**config.mk**
```make
export PLATFORM = sky130hd
export DESIGN_NAME = adc_chan_reader
export DESIGN_NICKNAME = d
export VERILOG_FILES = /design/src/rtl/adc_rd_pkg.sv /design/src/rtl/adc_rd_tick.sv /design/src/rtl/adc_rd_shifter.sv /design/src/rtl/adc_rd_seq.sv /design/src/rtl/adc_chan_reader.sv
export SDC_FILE = /design/constraint.sdc
export NUM_CORES = 1
export LEC_CHECK = 0
export ABC_AREA = 1
export BUFFER_PORTS_ARGS = -buffer_cell sky130_fd_sc_hd__buf_4
export CORE_MARGIN = 2
export CORE_UTILIZATION = 30
export CTS_CLUSTER_DIAMETER = 50
export CTS_CLUSTER_SIZE = 25
export DETAILED_ROUTE_END_ITERATION = 12
export GPL_ROUTABILITY_DRIVEN = 0
export PLACE_DENSITY_LB_ADDON = 0.15
export SLEW_MARGIN = 30
export SYNTH_ARGS = -nofsm -noshare
export SYNTH_HDL_FRONTEND = slang
export SYNTH_SLANG_ARGS = --single-unit
export TNS_END_PERCENT = 1
```
**constraint.sdc**
```tcl
create_clock -name clk -period 1.55 [get_ports clk]
set_input_delay 0.0775 -clock clk [delete_from_list [all_inputs] [get_ports clk]]
set_output_delay 0.0775 -clock clk [all_outputs]
set_load 0.02 [all_outputs]
```
**src/rtl/adc_rd_pkg.sv**
```systemverilog
package adc_rd_pkg;
  localparam int WORD_W    = 8;
  localparam int CHAN_W    = 3;
  localparam int NUM_XFERS = 3;

  typedef enum logic [1:0] {RD_IDLE, RD_SETUP, RD_XFER, RD_DONE} rd_state_t;

  // Command word: start bit on top, channel below it, low nibble all ones.
  function automatic logic [WORD_W-1:0] make_ctrl(input logic [CHAN_W-1:0] ch);
    return {1'b1, ch, 4'b1111};
  endfunction

  function automatic logic frame_bad(input logic [WORD_W-1:0] hi_b,
                                     input logic [WORD_W-1:0] lo_b);
    return (hi_b[7:6] != 2'b00) || (lo_b[5:0] != 6'd0);
  endfunction

  function automatic logic [WORD_W-1:0] join_value(input logic [WORD_W-1:0] hi_b,
                                                   input logic [WORD_W-1:0] lo_b);
    return {hi_b[5:0], lo_b[7:6]};
  endfunction
endpackage

```
**src/rtl/adc_rd_tick.sv**
```systemverilog
module adc_rd_tick #(
  parameter int DIV = 4
) (
  input  logic clk,
  input  logic rst_n,
  input  logic run,
  output logic tick
);
  localparam int CW = (DIV > 1) ? $clog2(DIV) : 1;

  logic [CW-1:0] cnt;

  assign tick = run && (cnt == CW'(DIV - 1));

  always_ff @(posedge clk) begin
    if (!rst_n)            cnt <= '0;
    else if (!run || tick) cnt <= '0;
    else                   cnt <= cnt + 1'b1;
  end
endmodule

```
**src/rtl/adc_rd_shifter.sv**
```systemverilog
module adc_rd_shifter #(
  parameter int W = 8
) (
  input  logic         clk,
  input  logic         rst_n,
  input  logic         tick,
  input  logic         load,
  input  logic [W-1:0] load_data,
  input  logic         miso,
  output logic         sclk,
  output logic         mosi,
  output logic [W-1:0] rx_word,
  output logic         byte_done
);
  localparam int BW = (W > 1) ? $clog2(W) : 1;

  logic [W-1:0]  tx_q, rx_q;
  logic [BW-1:0] bit_q;
  logic          sclk_q;
  logic          last_bit;

  assign last_bit  = (bit_q == BW'(W - 1));
  assign byte_done = tick && sclk_q && last_bit;
  assign sclk      = sclk_q;
  assign mosi      = tx_q[W-1];
  assign rx_word   = rx_q;

  always_ff @(posedge clk) begin
    if (!rst_n) begin
      tx_q   <= '0;
      rx_q   <= '0;
      bit_q  <= '0;
      sclk_q <= 1'b0;
    end else begin
      if (tick && !sclk_q) begin
        sclk_q <= 1'b1;
        rx_q   <= {rx_q[W-2:0], miso};
      end else if (tick && sclk_q) begin
        sclk_q <= 1'b0;
        bit_q  <= last_bit ? '0 : bit_q + 1'b1;
      end
      if (load)                tx_q <= load_data;
      else if (tick && sclk_q) tx_q <= {tx_q[W-2:0], 1'b0};
    end
  end
endmodule

```
**src/rtl/adc_rd_seq.sv**
```systemverilog
module adc_rd_seq
  import adc_rd_pkg::*;
#(
  parameter int SETUP_CYC = 125
) (
  input  logic              clk,
  input  logic              rst_n,
  input  logic              req_valid,
  input  logic [CHAN_W-1:0] req_chan,
  output logic              req_ready,
  input  logic              byte_done,
  input  logic [WORD_W-1:0] rx_word,
  output logic              tick_run,
  output logic              sh_load,
  output logic [WORD_W-1:0] sh_data,
  output logic              cs_n,
  output logic              done,
  output logic [WORD_W-1:0] value,
  output logic              err
);
  localparam int SCW     = $clog2(SETUP_CYC + 1);
  localparam int IW      = $clog2(NUM_XFERS + 1);
  localparam int HI_IDX  = 1;
  localparam int END_IDX = NUM_XFERS - 1;

  rd_state_t         state;
  logic [SCW-1:0]    scnt;
  logic [IW-1:0]     bidx;
  logic [WORD_W-1:0] hi_q;
  logic              last_byte;

  assign last_byte = (bidx == IW'(END_IDX));
  assign req_ready = (state == RD_IDLE);
  assign tick_run  = (state == RD_XFER);
  assign cs_n      = !((state == RD_SETUP) || (state == RD_XFER));
  assign done      = (state == RD_DONE);
  assign sh_load   = (req_ready && req_valid) || (tick_run && byte_done && !last_byte);
  assign sh_data   = req_ready ? make_ctrl(req_chan) : '0;

  always_ff @(posedge clk) begin
    if (!rst_n) begin
      state <= RD_IDLE;
      scnt  <= '0;
      bidx  <= '0;
      hi_q  <= '0;
      value <= '0;
      err   <= 1'b0;
    end else begin
      case (state)
        RD_IDLE: if (req_valid) begin
          state <= RD_SETUP;
          scnt  <= '0;
        end
        RD_SETUP: begin
          if (scnt == SCW'(SETUP_CYC - 1)) begin
            state <= RD_XFER;
            bidx  <= '0;
          end else begin
            scnt <= scnt + 1'b1;
          end
        end
        RD_XFER: if (byte_done) begin
          bidx <= bidx + 1'b1;
          if (bidx == IW'(HI_IDX)) hi_q <= rx_word;
          if (last_byte) begin
            err   <= frame_bad(hi_q, rx_word);
            value <= frame_bad(hi_q, rx_word) ? '0 : join_value(hi_q, rx_word);
            state <= RD_DONE;
          end
        end
        RD_DONE: state <= RD_IDLE;
        default: state <= RD_IDLE;
      endcase
    end
  end
endmodule

```
**src/rtl/adc_chan_reader.sv**
```systemverilog
module adc_chan_reader
  import adc_rd_pkg::*;
#(
  parameter int CLK_DIV   = 4,
  parameter int SETUP_CYC = 125
) (
  input  logic       clk,
  input  logic       rst_n,
  input  logic       req_valid,
  output logic       req_ready,
  input  logic [2:0] req_chan,
  output logic       rd_done,
  output logic [7:0] rd_value,
  output logic       rd_err,
  output logic       spi_cs_n,
  output logic       spi_sclk,
  output logic       spi_mosi,
  input  logic       spi_miso
);
  logic              tick, tick_run, byte_done, sh_load;
  logic [WORD_W-1:0] rx_word, sh_data;

  adc_rd_tick #(.DIV(CLK_DIV)) tick_i (
    .clk(clk), .rst_n(rst_n), .run(tick_run), .tick(tick)
  );

  adc_rd_shifter #(.W(WORD_W)) shift_i (
    .clk(clk), .rst_n(rst_n), .tick(tick), .load(sh_load), .load_data(sh_data),
    .miso(spi_miso), .sclk(spi_sclk), .mosi(spi_mosi), .rx_word(rx_word),
    .byte_done(byte_done)
  );

  adc_rd_seq #(.SETUP_CYC(SETUP_CYC)) seq_i (
    .clk(clk), .rst_n(rst_n), .req_valid(req_valid), .req_chan(req_chan),
    .req_ready(req_ready), .byte_done(byte_done), .rx_word(rx_word),
    .tick_run(tick_run), .sh_load(sh_load), .sh_data(sh_data), .cs_n(spi_cs_n),
    .done(rd_done), .value(rd_value), .err(rd_err)
  );
endmodule

```
== Word level (Yosys, flattened, before mapping) ==
Index checks and enable logic that the tools add are counted.

* Bits in registers: 50
* Output and inout port bits: 14
* Bits of input ports: 7

* Multiplexer cells: 18
* Equal/unequal tests: 13
* Reductions and logical operators: 29
* Bitwise gates (word level): 2
* Add/subtract/negate cells: 4

{| class="wikitable"
|+ Operators with widths
! kind !! number
|-
| 2-to-1 mux 8 bit || 4
|-
| 2-to-1 mux 7 bit || 2
|-
| case mux 7 bit (2 select lines) || 1
|-
| 2-to-1 mux 2 bit || 6
|-
| AND reduction 3 bit || 4
|-
| nonzero test 2 bit || 5
|-
| equality test 2 bit (second input constant) || 4
|-
| != test 2 bit (second input constant) || 4
|-
| case mux 2 bit (4 select lines) || 1
|-
| adder 7 x 1 -> 7 bit (second input constant) || 1
|-
| equality test 7 bit (second input constant) || 1
|-
| logical AND 1 bit || 7
|-
| nonzero test 6 bit || 1
|-
| adder 2 x 1 -> 2 bit (second input constant) || 2
|-
| equality test 2 x 1 -> 1 bit (second input constant) || 2
|-
| logical NOT 1 bit || 4
|-
| logical OR 1 bit || 4
|-
| case mux 2 bit (2 select lines) || 1
|-
| AND reduction 4 bit || 1
|-
| adder 3 x 1 -> 3 bit (second input constant) || 1
|-
| equality test 3 bit (second input constant) || 1
|-
| 2-to-1 mux 3 bit || 1
|-
| logical NOT 2 bit || 1
|-
| 2-to-1 mux 1 bit || 2
|-
| 4 further kinds || 5
|}

== Longest topological paths before layout ==
Gate-level depths: netlist of run 1.

* Word-level depth: 8
* Gate-level depth with buffers: 11
* Gate-level depth less buffers: 10

== Modules after synthesis ==
A second synthesis of run 1 with hierarchy kept.

* Cells, all modules: 333
* Area total of the unflattened synthesis: 2404.8 um2

{| class="wikitable"
|+ Modules (own cells, without submodules)
! module !! cells each !! instances !! area each (um2) !! sequential area each (um2)
|-
| adc_rd_seq || 206 || 1 || 1458.9 || 560.5
|-
| adc_rd_shifter || 117 || 1 || 860.8 || 400.4
|-
| adc_rd_tick || 10 || 1 || 85.1 || 40.0
|}

== Worst setup path before layout of run 1 ==
OpenSTA, ideal clock, no wires.

* Path type: flip-flop to flip-flop
* Start: register seq_i.state[0]
* End: register seq_i.scnt[5]
* Required time: 1.440 ns
* Period minus slack after synthesis: 1.651 ns
* Path slack: -0.101 ns
* Data arrival time: 1.541 ns
* Cell stages (with the launch flop): 10
* Path through: dfxtp_1 -> inv_1 -> ha_1 -> inv_1 -> or2_1 -> buf_2 -> nand3_2 -> o21ai_0 -> nand2_1 -> inv_1

* Word-level cells in the longest chain between the ends: 3
* Elaborated cells on any way between the ends: 7
* Classes of those cells: eq/ne: 3; mux: 1; reduce/logical: 3

{| class="wikitable"
|+ RTL lines
! element !! RTL line !! source
|-
| start, declared || adc_rd_seq.sv:26 || <nowiki>rd_state_t state;</nowiki>
|-
| start signal, assigned || adc_rd_seq.sv:42 || <nowiki>state <= RD_IDLE;</nowiki>
|-
| start signal, assigned || adc_rd_seq.sv:51 || <nowiki>state <= RD_SETUP;</nowiki>
|-
| start signal, assigned || adc_rd_seq.sv:56 || <nowiki>state <= RD_XFER;</nowiki>
|-
| logical NOT 2 bit (*) || n/a ||
|-
| via req_ready || adc_chan_reader.sv:10 || <nowiki>output logic req_ready,</nowiki>
|-
| != test 2 bit (no source line) or nonzero test 2 bit (tied branches) || n/a ||
|-
| AND reduction 3 bit (no source line) || n/a ||
|-
| end signal, assigned || adc_rd_seq.sv:59 || <nowiki>scnt <= scnt + 1'b1;</nowiki>
|-
| end, declared || adc_rd_seq.sv:27 || <nowiki>logic [SCW-1:0] scnt;</nowiki>
|}

The timed path passes the listed nets; every way through them passes the cells marked *.
A chain may end at the register's enable or synchronous reset.

== Worst setup path after layout of run 1 ==
* Start: register seq_i.state[0]
* End: register seq_i.value[7]

* Word-level cells in the longest chain between the ends: 5

{| class="wikitable"
|+ RTL lines
! element !! RTL line !! source
|-
| equality test 2 bit (*) || adc_rd_seq.sv:34, adc_rd_seq.sv:49 ||
|-
| logical AND 1 bit || adc_rd_tick.sv:13 || <nowiki>assign tick = run && (cnt == CW'(DIV - 1));</nowiki>
|-
| logical AND 1 bit (2 in a row) || adc_rd_shifter.sv:23 || <nowiki>assign byte_done = tick && sclk_q && last_bit;</nowiki>
|-
| AND reduction 3 bit (no source line) (*) || n/a ||
|-
| end signal, assigned || adc_rd_seq.sv:67 || <nowiki>value <= frame_bad(hi_q, rx_word) ? '0 : join_value(hi_q, rx_word);</nowiki>
|-
| end, declared || adc_rd_seq.sv:18 || <nowiki>output logic [WORD_W-1:0] value,</nowiki>
|}

Every way passes the cells marked *; elsewhere a longest branch is shown, timed or not.

==> results of run 1 <==
-- path summary, 6_finish.rpt --
| kind | from | to | slack, ns | cells after the start |
|---|---|---|---|---|
| max | seq_i.state[0]$_SDFFE_PN0P_ | seq_i.value[7]$_SDFFE_PN0P_ | 0.1 | 9 |
| min | req_chan[0] | shift_i.tx_q[4]$_SDFFE_PN0P_ | 0.04 | 3 |
| max reg2reg | seq_i.state[0]$_SDFFE_PN0P_ | seq_i.value[7]$_SDFFE_PN0P_ | 0.1 | 9 |
| min reg2reg | seq_i.err$_SDFFE_PN0P_ | seq_i.err$_SDFFE_PN0P_ | 0.46 | 2 |
-- critical path, stage by stage, from the launching register on --
cell	delay (ns)
dfxtp_2	0.34
inv_2	0.08
ha_4	0.16
nand2_4	0.07
nor2_8	0.12
nand3_4	0.10
nor3_4	0.19
buf_6	0.16
nand2_1	0.05
a21oi_1	0.12
-- power by group through the flow --
stage / clock (uW) / combinational [uW] / sequential (uW)
after CTS: 1020 / 1150 / 1460
final: 972 / 1200 / 1460
after global placement: 0 / 1120 / 1480
after floorplan: 0 / 725 / 1480
after global routing: 1060 / 1350 / 1480
after detailed placement: 0 / 1120 / 1480
-- registers in the layout, indices dropped and copies added, names as in the netlist, 2 cells and up --
name	count
seq_i.value	8
seq_i.hi_q	8
shift_i.tx_q	8
seq_i.state	2
seq_i.bidx	2
shift_i.bit_q	3
seq_i.scnt	7
shift_i.rx_word	8
tick_i.cnt	2
-- cells by family after synthesis --
| logic type | Yosys count |
|---|---|
| adders and majority gates | 11 |
| xor gates and xnor gates | 1 |
| buffers and inverters | 33 |
| AOI/OAI and AO/OA | 58 |
| DFF | 50 |
| and+or+nand+nor | 149 |
-- metrics by stage --
stage / area [um^2] / std cells / power, uW / utilization
after floorplan: 2250 / 302 / 2200 / -
after global placement: 2600 / 430 / 2590 / 0.359
after detailed placement: 2600 / 430 / 2600 / 0.359
after CTS: 2810 / 444 / 3630 / 0.387
after global routing: 2860 / 444 / 3880 / 0.394
final: 2860 / 444 / 3640 / 0.394
-- cell usage in the layout (no fill, tap or decap), types with 2 or more instances in the layout --
master / Yosys / final
buf_4: 0 / 38
nand2_1: 62 / 60
nand3_2: 4 / 4
nand3_4: 1 / 2
ha_4: 0 / 3
dfxtp_2: 0 / 2
nand3_1: 17 / 16
buf_6: 1 / 3
clkbuf_8: 0 / 5
nand4_1: 3 / 3
ha_2: 0 / 2
inv_2: 1 / 5
dfxtp_1: 50 / 48
a21oi_2: 0 / 3
nand2_2: 3 / 4
ha_1: 11 / 6
a21oi_1: 25 / 22
inv_1: 24 / 20
o21ai_1: 0 / 3
o21ai_0: 31 / 28
nor2_1: 55 / 55
-- routing by layer --
metal,share of wire,up-vias
met4,0.018,0
li1,-,1061
met1,0.52,907
met2,0.44,18
met3,0.021,6
met5,0,-
-- repair_timing --
action | CTS | global route
cloned | 1 | 0
gates resized for setup | 11 | 18
hold buffers | 1 | 0
setup buffers | 4 | 0
hold endpoints to repair | 1 | 0
setup endpoints to repair | 9 | 29
pin swaps | 2 | 3
-- layout make-up --
type / count / area [um^2] / area share
Tap cell: 99 / 124 / 0.0433
Clock buffer: 5 / 68.8 / 0.0241
Inverter: 26 / 97.6 / 0.0341
Sequential cell: 50 / 1000 / 0.351
Clock inverter: 3 / 48.8 / 0.0171
Multi-Input combinational cell: 219 / 1190 / 0.415
Timing Repair Buffer: 42 / 329 / 0.115
==> flow_results.org, run 1 <==
** Routing
- After detailed routing, the number of vias per cell comes to around 4.5.
- Dividing the detail-routed wire length by the instance count gives 10.9 um.
- Once detail routing completed, the nets flagged for antenna violations numbered 0.
- Aggregate routed wire length :: 4820 um
- Initial detailed-routing violation count :: 91
- The routed layout has 1992 vias.
- For this run, design rule violations remaining after detail routing come to 0.
- First drt pass iteration count :: 4

** STA
- Final Cycle Share :: 0.938
- Post-layout minimum cycle time :: 1.45 ns
- Setup slack on the critical path of the routed design comes to approximately 0.096 ns.
- In the final timing run, aggregate negative setup slack is 0 ns.
- Setup repair after global routing missed its margin :: true
- Setup violations remaining at the end of the flow were counted as 0.
- Slew of the pin with the lowest slew margin :: 0.306 ns
- Worst-case headroom to the max-slew limit :: 0.795
- Across the routed clock network, the largest skew measured is roughly 0.0072 ns.
- The max-slew violation count was 0.
- The hold violation count in the final report was 0.
- Post-Route Hold Slack :: a little under 0.04 ns
- Based on the critical path, the design can be clocked at up to around 690 MHz.

** Logic synthesis
- Share of async-settable or async-resettable flops after synthesis :: 0
- Dominant combinational cell family by area after synthesis :: simple AND/OR/NAND/NOR gates
- Synthesis Warnings :: 0
- In the post-synthesis netlist, the cell with the most instances is nand2_1.
- Count of flip-flops with a built-in enable after synthesis :: 0
- Most area-consuming cells after synthesis :: dfxtp_1 45%, nand2_1 10%, nor2_1 9.2%, o21ai_0 6.9%, ha_1 6.1%
- Synthesis inferred 50 register bits.
- Post-Syn Nets :: 320
- Yosys mapped the design onto 24 distinct sky130hd cell types.
- Avg Inst Size Synth :: around 7.4 um^2
- Of the post-synthesis cell area, the dominant cell type holds 0.446.
- Synthesis handed over a netlist of between 300 and 400 instances.
- After synthesis, the most frequently instantiated cells are 62 x nand2_1, 55 x nor2_1, 50 x dfxtp_1.
- Measured against the total synthesized area, the mux share comes to 0.
- Summing every instance area after synthesis gives around 2200 um^2.
- The most used flip-flop cell after synthesis is dfxtp_1.
- Of the total synthesized cell area, the portion taken by full adders, half adders and majority gates is 0.0613.
- Synthesized-area fraction occupied by and/or/nand/nor cells :: 0.297
- Of all cell types, the one taking the most synthesized area is dfxtp_1.
- Of the total synthesized cell area, the portion taken by XOR and XNOR cells is 0.00390.
- Sequential area share after synthesis :: 0.446
- Post-synthesis compound-gate area fraction :: 0.132

** Layout
- After the last flow step, the layout net total stands at 362.
- Diode insertion count for antenna repair :: 0
- Share of layout cells above drive strength 1 :: 0.226
- Fill cells in the final layout number between 800 and 900.
- Synthesis-to-layout area growth :: 27.4%

** Clock tree
- Clock sinks :: 50
- The H-tree was split into 2 levels.
- CTS tree :: yes
- In this run the deepest clock path goes through 2 buffers.
- Clock latency on the worst-skew pair, taken at its later pin, is a little over 0.3 ns.
- Clock root cell :: clkbuf_8
- Clk pin slew, worst setup/hold paths :: ~0.10 ns
- TritonCTS created 5 clock buffers.

** Global route
- Most utilized layer in the global route result :: met2
- Across every metal layer, demand over resource in global routing totals 0.125.
- First-pass GRT wire length :: roughly 8400 um
- Global-route met1 utilization :: 0.171
- Entering global routing, the biggest net connects 32 pins.
- Met2 global-route usage :: 0.194
- For this run the aggregate overflow at the end of global routing stands at 0.
- In the global route stage, met3 resource usage came out at 0.0259.
- Number of global-route vias before repair :: 1837
- The number of antenna violations at the first check in global routing was 0.

** Worst setup path
- Crit Path Category :: register to register
- Required time reported for the critical path endpoint :: ~1.8 ns
- In this run the worst path has a maximum fanout of 5.
- CP Capture Type :: register
- Kind of start point of the critical path :: register
- For the worst setup path, the data arrival time is 1.70 ns.

** Power and ir drop
- Switching part of the total :: 0.350
- PwrDens :: between 1000 and 1500 nW/um^2
- Static power due to leakage :: roughly 0.0012 uW
- IR analysis of the VDD net gives a maximum drop of about 0.00048 V.
- Switching power :: approximately 1300 uW
- The share of total power dissipated in the clock network is 0.267.
- Cell Int Power :: 2370 uW
- Logic pwr share :: 0.331
- Power share of the sequential group :: 0.402

** Floorplanning
- The initial utilization of the core area, before any placement, comes to 0.309.
- In this run the count of I/O pins placed on the die edge is 21.
- In this run the core area contains 31 standard-cell rows.
- The die covers between 8000 and 9000 um^2.
- The floorplan step set the die height to roughly 90 um.
- Core area :: between 7000 and 8000 um^2
- From left edge to right edge, the die measures between 90 and 100 um.

** Min path
- Kind of path behind the tightest hold check :: input port to register

** Placement
- Before CTS, the worst setup slack after placement is -0.00188 ns.
- Input and output buffers added on the ports amount to 20.
- Detailed placement ended at an HPWL of about 3400 um.

** Run
- The tool flagged a number of max-cap violations equal to 0.

** Status
- The run finished with clean final reports.
No activity file was read; power rests on OpenSTA's default activity.
==> run 2: changes to the inputs <==
CORE_UTILIZATION = 52   (was 30)
==> flow_results.org, run 2 (synthesis results as in run 1) <==
** STA
- Slew of the pin with the lowest slew margin :: 0.290 ns (-0.0156 ns)
- The smallest setup slack after layout came to 0.0723 ns (-0.0235 ns).
- Post-layout minimum cycle time :: 1.48 ns (+0.0235 ns)
- FMAX :: 677 MHz (-1.6%)
- Final clock skew :: 0.00311 ns (-0.00413 ns)
- Worst-case headroom to the max-slew limit :: 0.805 (+0.00965)
- The max-slew violation count was 0 (unchanged).
- Setup repair after global routing missed its margin :: true
- Final count of hold timing violations :: 0 (unchanged)
- The post-route fraction of the period consumed by the critical path came to 0.953 (+0.0152).
- Setup TNS Final :: 0 ns (unchanged)
- The total of endpoints with negative setup slack in the final report was 0 (unchanged).

** Placement
- DPL Wire Length :: 3100 um (-9.1%)
- The worst slack after detailed placement came to -0.0282 ns (-0.0264 ns).
- I/O Buffers :: 20 (unchanged)

** Floorplanning
- Initial Utilization :: 0.549 (+0.240)
- Die height :: 69.7 um (-23%)
- The die outline width was 69.7 um (-23%).
- Core area :: 4090 um^2 (-44%)
- The die footprint came to 4860 um^2 (-41%).
- The number of placement rows is 23 (-26%).
- The top-level I/O count was 21 (unchanged).

** Clock tree
- The number of levels the H-tree was split into came to 2 (unchanged).
- The tree is rooted in a clkbuf_8.
- Worst-skew pair later-pin latency :: 0.30 ns (about the same)
- Number of buffers added by the clock tree synthesis step :: 5 (unchanged)
- Longest Clk Path Bufs :: 2 (unchanged)
- The clock slew seen by the registers of the worst setup and hold paths is 0.08 ns (-0.02 ns).
- The number of clock sinks seen by CTS is 50 (unchanged).
- CTS tree :: yes

** Power and ir drop
- PwrDens :: 1280 nW/um^2 (+0.72%)
- Switching power :: 1180 uW (-7.5%)
- The leakage power figure came to 0.00120 uW (-2.4%).
- Cell Int Power :: 2330 uW (-1.4%)
- Switching part of the total :: 0.335 (-0.0143)
- The maximum vdd ir drop is 0.000821 V (+73%).
- Power share of the sequential group :: 0.415 (+0.013)
- The proportion of power drawn by combinational gates was 0.332 (about the same).
- Proportion of power drawn by the clock network :: 0.253 (-0.014)

** Run
- The number of max-cap violations came to 0 (unchanged).

** Routing
- The detailed-routing iteration count for the pre-antenna-repair pass was 4 (unchanged).
- Post-detailed-route count of antenna-violating nets :: 0 (unchanged)
- The number of remaining DRC errors came to 0 (unchanged).
- Via Count :: 1957 (-1.8%)
- Post-detailed-route wirelength per cell :: 11.4 um (+5.4%)
- The average via count per standard cell is 5.01 (+12%).
- Aggregate routed wire length :: 4470 um (-7.2%)
- The initial DRC count is 125 (+37%).

** Worst setup path
- For this design, the slowest cell found on the critical path is dfxtp_2.
- Traced cell by cell, the critical path runs through inv_1 -> ha_2 -> inv_1 -> or2_1 -> buf_4 -> nand3_2 -> nand2_1 -> nand2_1 -> nor2_1.
- The delay of the slowest cell on the worst path came to 0.35 ns (about the same).
- Grouping stages by cell kind, the critical path spends the most delay in simple AND/OR/NAND/NOR gates.
- Kind of start point of the critical path :: register
- STA classifies the critical path endpoint as a register.
- The arrival time at the worst endpoint is 1.68 ns (-0.02 ns).
- The peak fanout along the critical path is 6 (+1).
- Required time reported for the critical path endpoint :: 1.75 ns (-0.04 ns)
- Crit Path Category :: register to register
- The combined buffer and inverter count along the critical path came to 3 (+1).

** Global route
- Remaining global-route overflow :: 0 (unchanged)
- The number of antenna violations at the first check in global routing came to 0 (unchanged).
- First-pass GRT wire length :: 7840 um (-6.9%)
- The number of global-route vias before repair was 1811 (-1.4%).
- The total global routing track utilization was 0.197 (+0.0714).
- Largest net degree at the start of global routing :: 18 (-44%)

** Layout
- The number of inserted filler cells in the final layout is 381 (-53%).
- Share of layout cells above drive strength 1 :: 0.196 (-0.0296)
- Leaving out fill and tap cells, the most frequent cell in the layout is nand2_1.
- Relative to the synthesized area, the layout overhead comes to 22.1%.
- The total number of nets in the final design is 358 (-1.1%).
- Diode insertion count for antenna repair :: 0 (unchanged)
- In the layout the commonest cells are 61 x nand2_1, 55 x nor2_1, 49 x dfxtp_1.

** Status
- The flow ran to the end, and the final reports show no timing, DRC or antenna violations.

** Min path
- The worst hold path belongs to the class input port to register.
==> run 2: path summary, 6_finish.rpt <==
path,start,to,slack (ns),depth (start not counted)
worst min register to register,tick_i.cnt[0]$_SDFF_PP0_,tick_i.cnt[0]$_SDFF_PP0_,0.43,1
worst min-delay path,req_chan[0],shift_i.tx_q[4]$_SDFFE_PN0P_,0.04,3
worst max-delay path,seq_i.state[1]$_SDFFE_PN0P_,seq_i.state[1]$_SDFFE_PN0P_,0.07,9
worst max register to register,seq_i.state[1]$_SDFFE_PN0P_,seq_i.state[1]$_SDFFE_PN0P_,0.07,9
==> run 2: power by group through the flow <==
stage	combinational (uW)	sequential (uW)	clock (uW)
final	1160	1460	889
after global placement	1070	1480	0
after floorplan	725	1480	0
after global routing	1320	1470	959
after detailed placement	1080	1480	0
after CTS	1110	1450	914
==> run 2: worst min-delay path, cell delays in order <==
cell and delay (ns):
buf_4 0.11, nand3_1 0.07, a21oi_1 0.05
==> run 2: timing repair <==
action	4_1_cts	5_1_grt
endpoints found under the setup margin	10	32
pin swaps	2	2
buffers inserted	2	0
hold buffers	1	0
hold endpoints to repair	1	0
gates resized for setup	4	14
==> run 2: layout make-up <==
type,count,area (um^2),area share
Inverter,26,101,0.0370
Clock buffer,7,76.3,0.0279
Multi-Input combinational cell,219,1170,0.426
Tap cell,50,62.6,0.0228
Sequential cell,50,1000,0.366
Timing Repair Buffer,38,300,0.110
Clock inverter,1,30.0,0.0110
==> run 2: through the flow <==
| stage | hold WS, ns | instances | area [um^2] | total power, uW | util |
|---|---|---|---|---|---|
| detailed placement | 0.311 | 380 | 2530 | 2560 | 0.620 |
| CTS | 0.0373 | 391 | 2690 | 3470 | 0.658 |
| global route | 0.0509 | 391 | 2740 | 3750 | 0.670 |
| floorplan | 0.212 | 302 | 2250 | 2200 | - |
| global placement | 0.300 | 380 | 2530 | 2550 | 0.620 |
| finish | 0.0435 | 391 | 2740 | 3510 | 0.670 |
==> run 2: routing by layer <==
layer  vias up  share of wire  GRT usage  wire (um)
li1       1057              -          -          -
met1       869           0.50      0.265       2250
met2        24           0.45      0.314       2020
met3         7          0.031     0.0436        137
met4         0          0.014     0.0641         61
met5         -              0          0          0
==> run 3: changes to the inputs <==
ABC_AREA = unset   (was 1)
SLEW_MARGIN = 5   (was 30)
==> flow_results.org, run 3 <==
** STA
- The maximum achievable frequency is 617 MHz (-8.9%).
- Setup TNS Final :: -0.122 ns (-0.122 ns)
- The post-route minimum period came to 1.62 ns (+0.144 ns).
- Final clock skew :: 0.00402 ns (+0.000917 ns)
- Final Cycle Share :: 1.05 (+0.0931)
- Setup repair after global routing missed its margin :: true
- Setup-violating endpoint count in the final report :: 3 (+3)
- Slew of the pin with the lowest slew margin :: 0.478 ns (+0.188 ns)
- The final hold slack came to 0.0258 ns (-0.0177 ns).
- The hold violation count in the final report came to 0 (unchanged).
- The smallest setup slack after layout is -0.0720 ns (-0.144 ns).
- Worst-case headroom to the max-slew limit :: 0.679 (-0.126)
- Number of slew-limit violations in the final report :: 0 (unchanged)

** Layout
- Top library cells by usage in the layout, fill and taps aside :: 55 x buf_4, 46 x dfxtp_1, 31 x nand2_1
- Share of layout cells above drive strength 1 :: 0.309 (+0.113)
- The diode insertion count for antenna repair came to 0 (unchanged).
- Filler cell count :: 310 (-19%)
- NumNets Final :: 321 (-10%)
- Leaving out fill and tap cells, the most frequent cell in the layout is buf_4.
- Post-route cell area :: 2980 um^2 (+8.7%)
- Synthesis-to-layout area growth :: 32.4%

** Clock tree
- The clock slew seen by the registers of the worst setup and hold paths came to 0.09 ns (about the same).
- Worst-skew pair later-pin latency :: 0.30 ns (about the same)
- Hold bufs inserted after CTS :: 0 (-1)
- Clock root cell :: clkbuf_8
- Number of buffers added by the clock tree synthesis step :: 5 (unchanged)
- Longest Clk Path Bufs :: 2 (unchanged)
- Number of H-tree levels :: 2 (unchanged)
- TritonCTS built the clock tree.
- Clock sinks :: 50 (unchanged)

** Worst setup path
- The arrival time at the worst endpoint was 1.81 ns (+0.13 ns).
- The peak fanout along the critical path was 4 (-2).
- Kind of start point of the critical path :: register
- The critical path is of the register to register type.
- CP Capture Type :: register
- Required time reported for the critical path endpoint :: 1.74 ns (about the same)

** Logic synthesis
- Predominant post-synthesis flop cell :: dfxtp_1
- The gate count after technology mapping came to 248 (-18%).
- The synthesis-stage register bit count is 50 (unchanged).
- By count the netlist is led by 50 x dfxtp_1, 33 x nand2_1, 17 x nor2b_1.
- Top-count cell post-synth :: dfxtp_1
- The number of enable flip-flop cells after synthesis was 0 (unchanged).
- Synthesis Warnings :: 0 (unchanged)
- Avg Inst Size Synth :: 9.07 um^2 (+22%)
- Most area-consuming cells after synthesis :: dfxtp_1 44%, ha_1 6.1%, nand2_1 5.5%, nor2b_1 4.7%, mux2i_1 4.4%
- The fraction of registers with async set or reset after synthesis came to 0 (unchanged).
- Total standard cell area after synthesis :: 2250 um^2 (+0.28%)
- The sequential fraction of the synthesis area came to 0.445 (-0.00124).
- Share of Yosys cell area claimed by the top area cell type :: 0.445 (-0.00124)
- Summed over all instances, the cell type with the most area after synthesis is dfxtp_1.
- The count of distinct cell types in the synthesized netlist came to 40 (+67%).
- The net count of the mapped netlist was 266 (-17%).

** Global route
- First-pass GRT wire length :: 7860 um (+0.27%)
- The pin count of the biggest net entering global routing is 28 (+10).
- Remaining global-route overflow :: 0 (unchanged)
- The number of antenna violations at the first check in global routing was 0 (unchanged).
- The number of global-route vias before repair came to 1757 (-3.0%).
- GRT Overall Usage :: 0.198 (+0.00111)

** Floorplanning
- The die outline width came to 69.8 um (+0.14%).
- Initial Utilization :: 0.551 (+0.00153)
- Core Rows :: 23 (unchanged)
- Die height :: 69.8 um (+0.14%)
- The die footprint came to 4870 um^2 (+0.27%).
- Core area :: 4090 um^2 (unchanged)
- The top-level I/O count is 21 (unchanged).

** Placement
- The detailed placer's ending HPWL was 3300 um (+6.4%).
- Cell Area, Placed :: 2730 um^2 (+7.8%)
- The worst slack after detailed placement was -0.105 ns (-0.0764 ns).
- I/O Buffers :: 20 (unchanged)

** Min path
- Kind of path behind the tightest hold check :: input port to register

** Routing
- Detailed-route DRC error count :: 0 (unchanged)
- The overall via count from detail_route was 1949 (-0.41%).
- Initial detailed-routing violation count :: 114 (-8.8%)
- The detailed-routing iteration count for the pre-antenna-repair pass came to 4 (unchanged).
- The post-route antenna net violation count came to 0 (unchanged).
- Post-detailed-route via-to-cell ratio :: 5.51 (+10%)
- Post-detailed-route wirelength per cell :: 14.0 um (+23%)
- The routed wire length is 4970 um (+11%).

** Power and ir drop
- PwrDens :: 1200 nW/um^2 (-6.7%)
- The maximum vdd ir drop came to 0.00123 V (+50%).
- The leakage power figure came to 0.00123 uW (+2.4%).
- Post-route total power :: 3560 uW (+1.4%)

** Status
- The run finished, with violations left.
- Violations in the final reports :: setup timing

** Run
- Max capacitance violation total :: 0 (unchanged)
-- run 3: cell types whose count changed in the layout (fill, tap and decap cells not counted), sizes merged, moves of 5 or more --
cell	before	now
nor2b	0	17
a21boi	0	15
inv	24	10
a21oi	25	7
nand3	22	14
mux2i	0	10
nor3	2	9
buf	37	59
a22oi	0	8
o21ai	31	12
nand2	65	33
nor2	56	6
a31oi	0	5
-- run 3: path summary, 6_finish.rpt --
kind,from,end,slack (ns),cells past startpoint
max reg2reg,shift_i.bit_q[1]$_SDFFE_PN0P_,seq_i.bidx[0]$_SDFFE_PN0P_,-0.07,7
min,spi_miso,shift_i.rx_word[0]$_SDFFE_PN0P_,0.03,3
max,shift_i.bit_q[1]$_SDFFE_PN0P_,seq_i.bidx[0]$_SDFFE_PN0P_,-0.07,7
min reg2reg,tick_i.cnt[0]$_SDFF_PP0_,tick_i.cnt[0]$_SDFF_PP0_,0.45,1
-- run 3: metal layers --
metal / track usage / vias up / part of all wire / wire length, um
met5: 0 / - / 0 / 0
met4: 0.0641 / 0 / 0.0097 / 48
met3: 0.0480 / 5 / 0.043 / 214
met2: 0.327 / 45 / 0.49 / 2450
met1: 0.253 / 914 / 0.45 / 2260
li1: - / 985 / - / -
-- run 3: what timing repair did --
| action | 4_1_cts | 5_1_grt |
|---|---|---|
| gates resized for setup | 7 | 17 |
| setup endpoints to repair | 29 | 43 |
| pin swaps | 3 | 7 |
| gates cloned | 0 | 2 |
| buffers inserted | 0 | 3 |
-- run 3: worst max-delay path: stages, from the launching register on --
cell     delay [ns]
dfxtp_2        0.36
ha_4           0.14
ha_4           0.16
nand4_4        0.14
buf_4          0.18
buf_4          0.13
o211a_1        0.15
o31a_1         0.24
-- run 3: logic make-up after synthesis --
logic type	after synthesis	synth area share
xor+xnor	2	0.00779
simple gates	98	0.236
compound gates	54	0.162
mux	11	0.0495
fa+ha+maj	11	0.0612
buf+inv	22	0.0389
flops	50	0.445
-- run 3: report_power, final --
group | leakage [uW] | internal [uW] | switching, uW
clock | 0.0000524 | 483 | 404
sequential | 0.000407 | 1400 | 68.2
combinational | 0.000771 | 592 | 609
total | 0.00123 | 2480 | 1080
-- run 3: cell type report --
class | count | area [um^2] | area share
clock buffers | 7 | 76.3 | 0.0256
clock inverters | 1 | 30.0 | 0.0101
inverters | 10 | 37.5 | 0.0126
multi-input cells | 177 | 1300 | 0.435
flip-flops and latches | 50 | 1010 | 0.339
well taps | 50 | 62.6 | 0.0210
repair buffers | 59 | 467 | 0.157
-- run 3: per-stage QoR --
step                      utilization  std cells
after floorplan                     -        248
after global placement          0.669        341
after CTS                       0.701        349
final                           0.729        354
after global routing            0.729        354
after detailed placement        0.669        341
